[src/rtl/dptr_pkg.sv]
// Package dptr_pkg
// Shared constants for the banked data pointer block. It assumes exactly two
// pointers, so that one select bit is enough to choose between them.
package dptr_pkg;
    localparam int NUM_PTR = 2;
    localparam int SEL_W   = 1;
endpackage

[src/rtl/dptr_reg.sv]
// Module dptr_reg
// One pointer register made of two bytes. On each edge it applies, in this
// order of precedence: a 16-bit load, a 16-bit increment with wrap, or byte
// writes from the SFR port. It assumes the caller has already gated load and
// increment with "this pointer is selected".
module dptr_reg #(
    parameter int DATA_W = 8
) (
    input  logic                clk,
    input  logic                rst_n,
    input  logic                load,
    input  logic [2*DATA_W-1:0] load_val,
    input  logic                inc,
    input  logic                wr_lo,
    input  logic                wr_hi,
    input  logic [DATA_W-1:0]   wdata,
    output logic [2*DATA_W-1:0] q
);
    localparam int PTR_W = 2 * DATA_W;

    logic [PTR_W-1:0] nxt;

    // Choose the next pointer value from the commands in precedence order.
    always_comb begin
        nxt = q;
        if (load) begin
            nxt = load_val;
        end else if (inc) begin
            nxt = q + PTR_W'(1);
        end else begin
            if (wr_lo) nxt[DATA_W-1:0]     = wdata;
            if (wr_hi) nxt[PTR_W-1:DATA_W] = wdata;
        end
    end

    // Hold the pointer; a synchronous reset clears it.
    always_ff @(posedge clk) begin
        if (!rst_n) q <= '0;
        else        q <= nxt;
    end
endmodule

[src/rtl/dptr_sel.sv]
// Module dptr_sel
// The select register. An SFR write loads bit 0 of the write data. Otherwise
// a select-increment command flips the bit. It assumes the write enable is
// already decoded for the select register's address.
module dptr_sel (
    input  logic clk,
    input  logic rst_n,
    input  logic wr,
    input  logic wbit,
    input  logic toggle,
    output logic sel
);
    // Update the select bit; a write takes precedence over a toggle.
    always_ff @(posedge clk) begin
        if (!rst_n)      sel <= 1'b0;
        else if (wr)     sel <= wbit;
        else if (toggle) sel <= ~sel;
    end
endmodule

[src/rtl/dptr_rdmux.sv]
// Module dptr_rdmux
// Combinational SFR read mux. Pointer bytes sit in consecutive low/high
// address pairs starting at BASE_ADDR, and the select register follows them.
// Any other address reads as zero.
module dptr_rdmux #(
    parameter int                 DATA_W    = 8,
    parameter int                 ADDR_W    = 8,
    parameter int                 NUM_PTR   = 2,
    parameter logic [ADDR_W-1:0]  BASE_ADDR = 8'h82
) (
    input  logic [ADDR_W-1:0]                 addr,
    input  logic [NUM_PTR-1:0][2*DATA_W-1:0]  ptrs,
    input  logic                              sel,
    output logic [DATA_W-1:0]                 rdata
);
    localparam logic [ADDR_W-1:0] SEL_ADDR = BASE_ADDR + ADDR_W'(2 * NUM_PTR);

    // Decode the address and return the matching byte, or zero.
    always_comb begin
        rdata = '0;
        for (int i = 0; i < NUM_PTR; i++) begin
            if (addr == BASE_ADDR + ADDR_W'(2 * i))
                rdata = ptrs[i][DATA_W-1:0];
            if (addr == BASE_ADDR + ADDR_W'(2 * i + 1))
                rdata = ptrs[i][2*DATA_W-1:DATA_W];
        end
        if (addr == SEL_ADDR)
            rdata = DATA_W'(sel);
    end
endmodule

[src/rtl/dptr_bank.sv]
// Module dptr_bank
// Two banked data pointers and a select register in SFR space. Load and
// increment commands are steered to the selected pointer, and that pointer is
// driven on ptr_out. It assumes the SFR port is accessed at most once per cycle.
module dptr_bank #(
    parameter int                DATA_W    = 8,
    parameter int                ADDR_W    = 8,
    parameter logic [ADDR_W-1:0] BASE_ADDR = 8'h82
) (
    input  logic                clk,
    input  logic                rst_n,
    input  logic [ADDR_W-1:0]   sfr_addr,
    input  logic                sfr_wr,
    input  logic [DATA_W-1:0]   sfr_wdata,
    output logic [DATA_W-1:0]   sfr_rdata,
    input  logic                ptr_load,
    input  logic [2*DATA_W-1:0] ptr_load_val,
    input  logic                ptr_inc,
    input  logic                sel_inc,
    output logic [2*DATA_W-1:0] ptr_out,
    output logic                ptr_sel
);
    import dptr_pkg::*;

    localparam int                PTR_W    = 2 * DATA_W;
    localparam logic [ADDR_W-1:0] SEL_ADDR = BASE_ADDR + ADDR_W'(2 * NUM_PTR);

    logic [NUM_PTR-1:0][PTR_W-1:0] ptr_q;
    logic                          sel_q;

    // One register per pointer, each with its own byte address pair.
    for (genvar g = 0; g < NUM_PTR; g++) begin : g_ptr
        localparam logic [ADDR_W-1:0] LO_ADDR = BASE_ADDR + ADDR_W'(2 * g);
        localparam logic [ADDR_W-1:0] HI_ADDR = BASE_ADDR + ADDR_W'(2 * g + 1);

        logic active;
        assign active = (sel_q == SEL_W'(g));

        dptr_reg #(.DATA_W(DATA_W)) u_reg (
            .clk      (clk),
            .rst_n    (rst_n),
            .load     (ptr_load && active),
            .load_val (ptr_load_val),
            .inc      (ptr_inc && active),
            .wr_lo    (sfr_wr && (sfr_addr == LO_ADDR)),
            .wr_hi    (sfr_wr && (sfr_addr == HI_ADDR)),
            .wdata    (sfr_wdata),
            .q        (ptr_q[g])
        );
    end

    dptr_sel u_sel (
        .clk    (clk),
        .rst_n  (rst_n),
        .wr     (sfr_wr && (sfr_addr == SEL_ADDR)),
        .wbit   (sfr_wdata[0]),
        .toggle (sel_inc),
        .sel    (sel_q)
    );

    dptr_rdmux #(
        .DATA_W    (DATA_W),
        .ADDR_W    (ADDR_W),
        .NUM_PTR   (NUM_PTR),
        .BASE_ADDR (BASE_ADDR)
    ) u_rdmux (
        .addr  (sfr_addr),
        .ptrs  (ptr_q),
        .sel   (sel_q),
        .rdata (sfr_rdata)
    );

    assign ptr_out = ptr_q[sel_q];
    assign ptr_sel = sel_q;
endmodule

[config.mk]
export PLATFORM = sky130hd
export DESIGN_NAME = dptr_bank
export DESIGN_NICKNAME = d
export VERILOG_FILES = /design/src/rtl/dptr_pkg.sv /design/src/rtl/dptr_reg.sv /design/src/rtl/dptr_sel.sv /design/src/rtl/dptr_rdmux.sv /design/src/rtl/dptr_bank.sv
export SDC_FILE = /design/constraint.sdc
export NUM_CORES = 1
export LEC_CHECK = 0
export ABC_AREA = 1
export BUFFER_PORTS_ARGS = -buffer_cell sky130_fd_sc_hd__buf_2
export CAP_MARGIN = 10
export CORE_ASPECT_RATIO = 1.1
export CORE_MARGIN = 2
export CORE_UTILIZATION = 39
export DETAILED_ROUTE_END_ITERATION = 8
export PLACE_DENSITY = 0.64
export SLEW_MARGIN = 25
export SYNTH_ARGS = -nofsm -noshare
export SYNTH_HDL_FRONTEND = slang
export SYNTH_SLANG_ARGS = --single-unit
[constraint.sdc]
create_clock -name clk -period 2 [get_ports clk]
set_input_delay 0 -clock clk [delete_from_list [all_inputs] [get_ports clk]]
set_output_delay 0 -clock clk [all_outputs]
set_load 0.005 [all_outputs]
==> flow_summary.toml <==
[outcome]
status = "finished, final reports clean"

[clocking]
cts-resized-gates = 0
path_clk_slew_ns = 0.07
cts_tree = "done"
cts.sinks = 33
cts_setup_buffers = 0
cts_root_buffer = "clkbuf_8"
h-tree-depth = 2
max-clock-path-buffers = 2
cts_buffers = 5
postCtsHoldBufs = 0
insertion_delay_ns = 0.30

[setup_path]
start_kind = "flop"
cp.arrival_ns = 1.93
cpPeakStageDelay_ns = 0.48
r2r_cells = 9
crit_type = "reg -> reg"
crit_required_ns = 2.22
cp_max_fo = 10
path_cells = "ha_1 > nand3_1 > nor2_4 > nand2_1 > nand2_1 > nand3_1 > nand2_1 > o21ai_0 > a21oi_1"
end_kind = "flop"
cpMostUsedCell = "nand2_1"
slowest_stage = "dfxtp_1"

[logic_synthesis]
ys_seq_area_share_pct = 21.5
ys_top_cells_by_area = "dfxtp_1 22%, nand2_1 20%, o21ai_0 11%"
syn_area_mm2 = 0.00307
synth_top_area_share_pct = 21.5
syn_nets = 584
syn-mean-instance-area_um2 = 5.64
synth_seq_cells = 33
ys_warn_count = 0
ys_types = 30
yosysTopAreaCell = "dfxtp_1"
synth_cells = 544

[layout]
syn_to_final_growth_pct = 14.9
nets = 641
fillers = 861
layout.cells.non_filler = 707
final_util_pct = 46.7
drive_gt1_share_pct = 17.6
n_antenna_cell = 0

[place]
hpwlAfterDp_mm = 8.82
place_ws_ns = 0.322
port_buffers = 62
gp_congestion = 0.916
placed_cells = 699

[timing]
rsz0062_at_grt = "no"
clock.fmax_ghz = 0.586
setup_tns_ns = 0
worst_pin_slew_ns = 0.606
final-hold-violation-count = 0
finalCritPeriodShare_pct = 85.4
finalSetupViolations = 0
slew_headroom_pct = 59.6
final.min_clock_period_ns = 1.71
fin_ws_ns = 0.292
slew_viol_final = 0
fin_skew_ns = 0.00333

[min_path]
hold_class = "in -> reg"
hold_path_depth = 3

[detailed_routing]
routed_wl_mm = 11.2
drcViolationCount = 0
vias_per_cell = 5.36
vias = 3793
wl_per_cell_um = 15.8
drtIter0Drc = 306
ant_nets = 0
dr.pass1.iters = 5

[power_and_ir_drop]
p_per_area_mw_per_mm2 = 585
vdd_drop_max_v = 0.000267
leakagePower_nw = 1.66
p_total_mw = 2.06

[die]
start_util_pct = 40.6
die_h_um = 97.1
die-width_um = 88.6
fp.dieArea_mm2 = 0.00860
core.rowCount = 33
ioPinCount = 63
coreArea_mm2 = 0.00756

[global_routing]
grt_pass1_vias = 3398
grt_pass1_wl_mm = 17.3
grt-ovfl-total = 0
antenna_found_initial = 0
grtUsageTotal_pct = 26.0
grt_max_degree = 34

[run]
cap_violations = 0
==> cell usage in the layout (no fill, tap or decap), types with 3 or more instances in the layout <==
cell type,netlist,final
buf_4,1,6
nor3_1,6,6
o21ai_2,6,6
nand4_1,9,9
dfxtp_1,33,33
o21ai_0,68,68
inv_2,5,5
clkbuf_1,6,3
inv_1,67,67
buf_2,6,62
o22ai_1,6,6
o21ai_1,12,12
nand2_2,4,4
o21ai_4,3,3
clkbuf_8,0,5
nor2_1,44,44
a21oi_2,5,5
nor2_4,4,4
a21oi_1,44,44
nand3_1,36,36
nand2_1,161,161
==> report_power, final <==
group	leakage, nW	total [mW]	switching, mW	internal, mW
clock	0.0395	0.512	0.264	0.248
sequential	0.273	0.867	0.131	0.737
combinational	1.35	0.685	0.444	0.241
==> cell type report <==
cell class | count | area [µm²] | area share [%]
multi-input combinational | 421 | 2030 | 57.6
inverter | 72 | 270 | 7.66
clock buffer | 8 | 80.1 | 2.27
sequential | 33 | 661 | 18.7
tap | 105 | 131 | 3.72
timing repair buffer | 68 | 355 | 10.1
==> metal layers <==
layer	share of wire, %	GRT usage (%)
met1	43	35.6
met2	48	42.0
met3	5.9	3.31
met4	2.8	8.51
met5	0	0
==> flip-flops by register name (all words and copies together) (netlist names) <==
register and count:
g_ptr.u_reg.q 32, u_sel.sel 1
==> final timing paths <==
check	startpoint	endpoint	slack, ns
max reg2reg	g_ptr[1].u_reg.q[0]	g_ptr[1].u_reg.q[8]	0.29
min	sfr_wr	u_sel.sel	0.02
max	g_ptr[1].u_reg.q[0]	g_ptr[1].u_reg.q[8]	0.29
min reg2reg	g_ptr[0].u_reg.q[15]	g_ptr[0].u_reg.q[15]	0.56
==> metrics by stage <==
step,hold WS (ns),instance area (µm²)
after floorplan,0.138,3070
after global placement,0.315,3450
after detailed placement,0.317,3450
after CTS,0.00873,3530
after global routing,0.0260,3530
final,0.0179,3530
==> logic make-up (layout without fill, tap and decap cells) <==
family                     count (synthesis)  after routing  share of synthesized area [%]
and+or+nand+nor                          270            270                           37.7
AOI/OAI and AO/OA                        146            146                           26.7
buffers and inverters                     90            148                           12.3
DFF                                       33             33                           21.5
adders and majority gates                  2              2                          0.815
xor gates and xnor gates                   2              2                          0.571
muxes                                      1              1                          0.326
==> synthesized netlist by cell type <==
cell type	count
clkbuf_1	6
dfxtp_1	33
o22ai_1	6
nor2_4	4
nor2_1	44
ha_1	2
inv_2	5
nor2_2	2
a21oi_1	44
mux2i_1	1
o21ai_0	68
buf_2	6
buf_6	4
nor3_1	6
o21ai_4	3
nand4_1	9
nand3_2	2
o21ai_2	6
o21ai_1	12
buf_4	1
a21oi_2	5
nand2_1	161
nand2_2	4
a41oi_1	1
buf_1	1
inv_1	67
nor3_2	2
o211ai_1	1
xnor2_1	2
nand3_1	36
==> critical path, delay by kind of cell (launching register included) <==
family / cells / cell delay, ns
compound gates: 2 / 0.22
fa+ha+maj: 1 / 0.26
simple gates: 6 / 0.68
flops: 1 / 0.48
(Power assumes the default switching activity.)
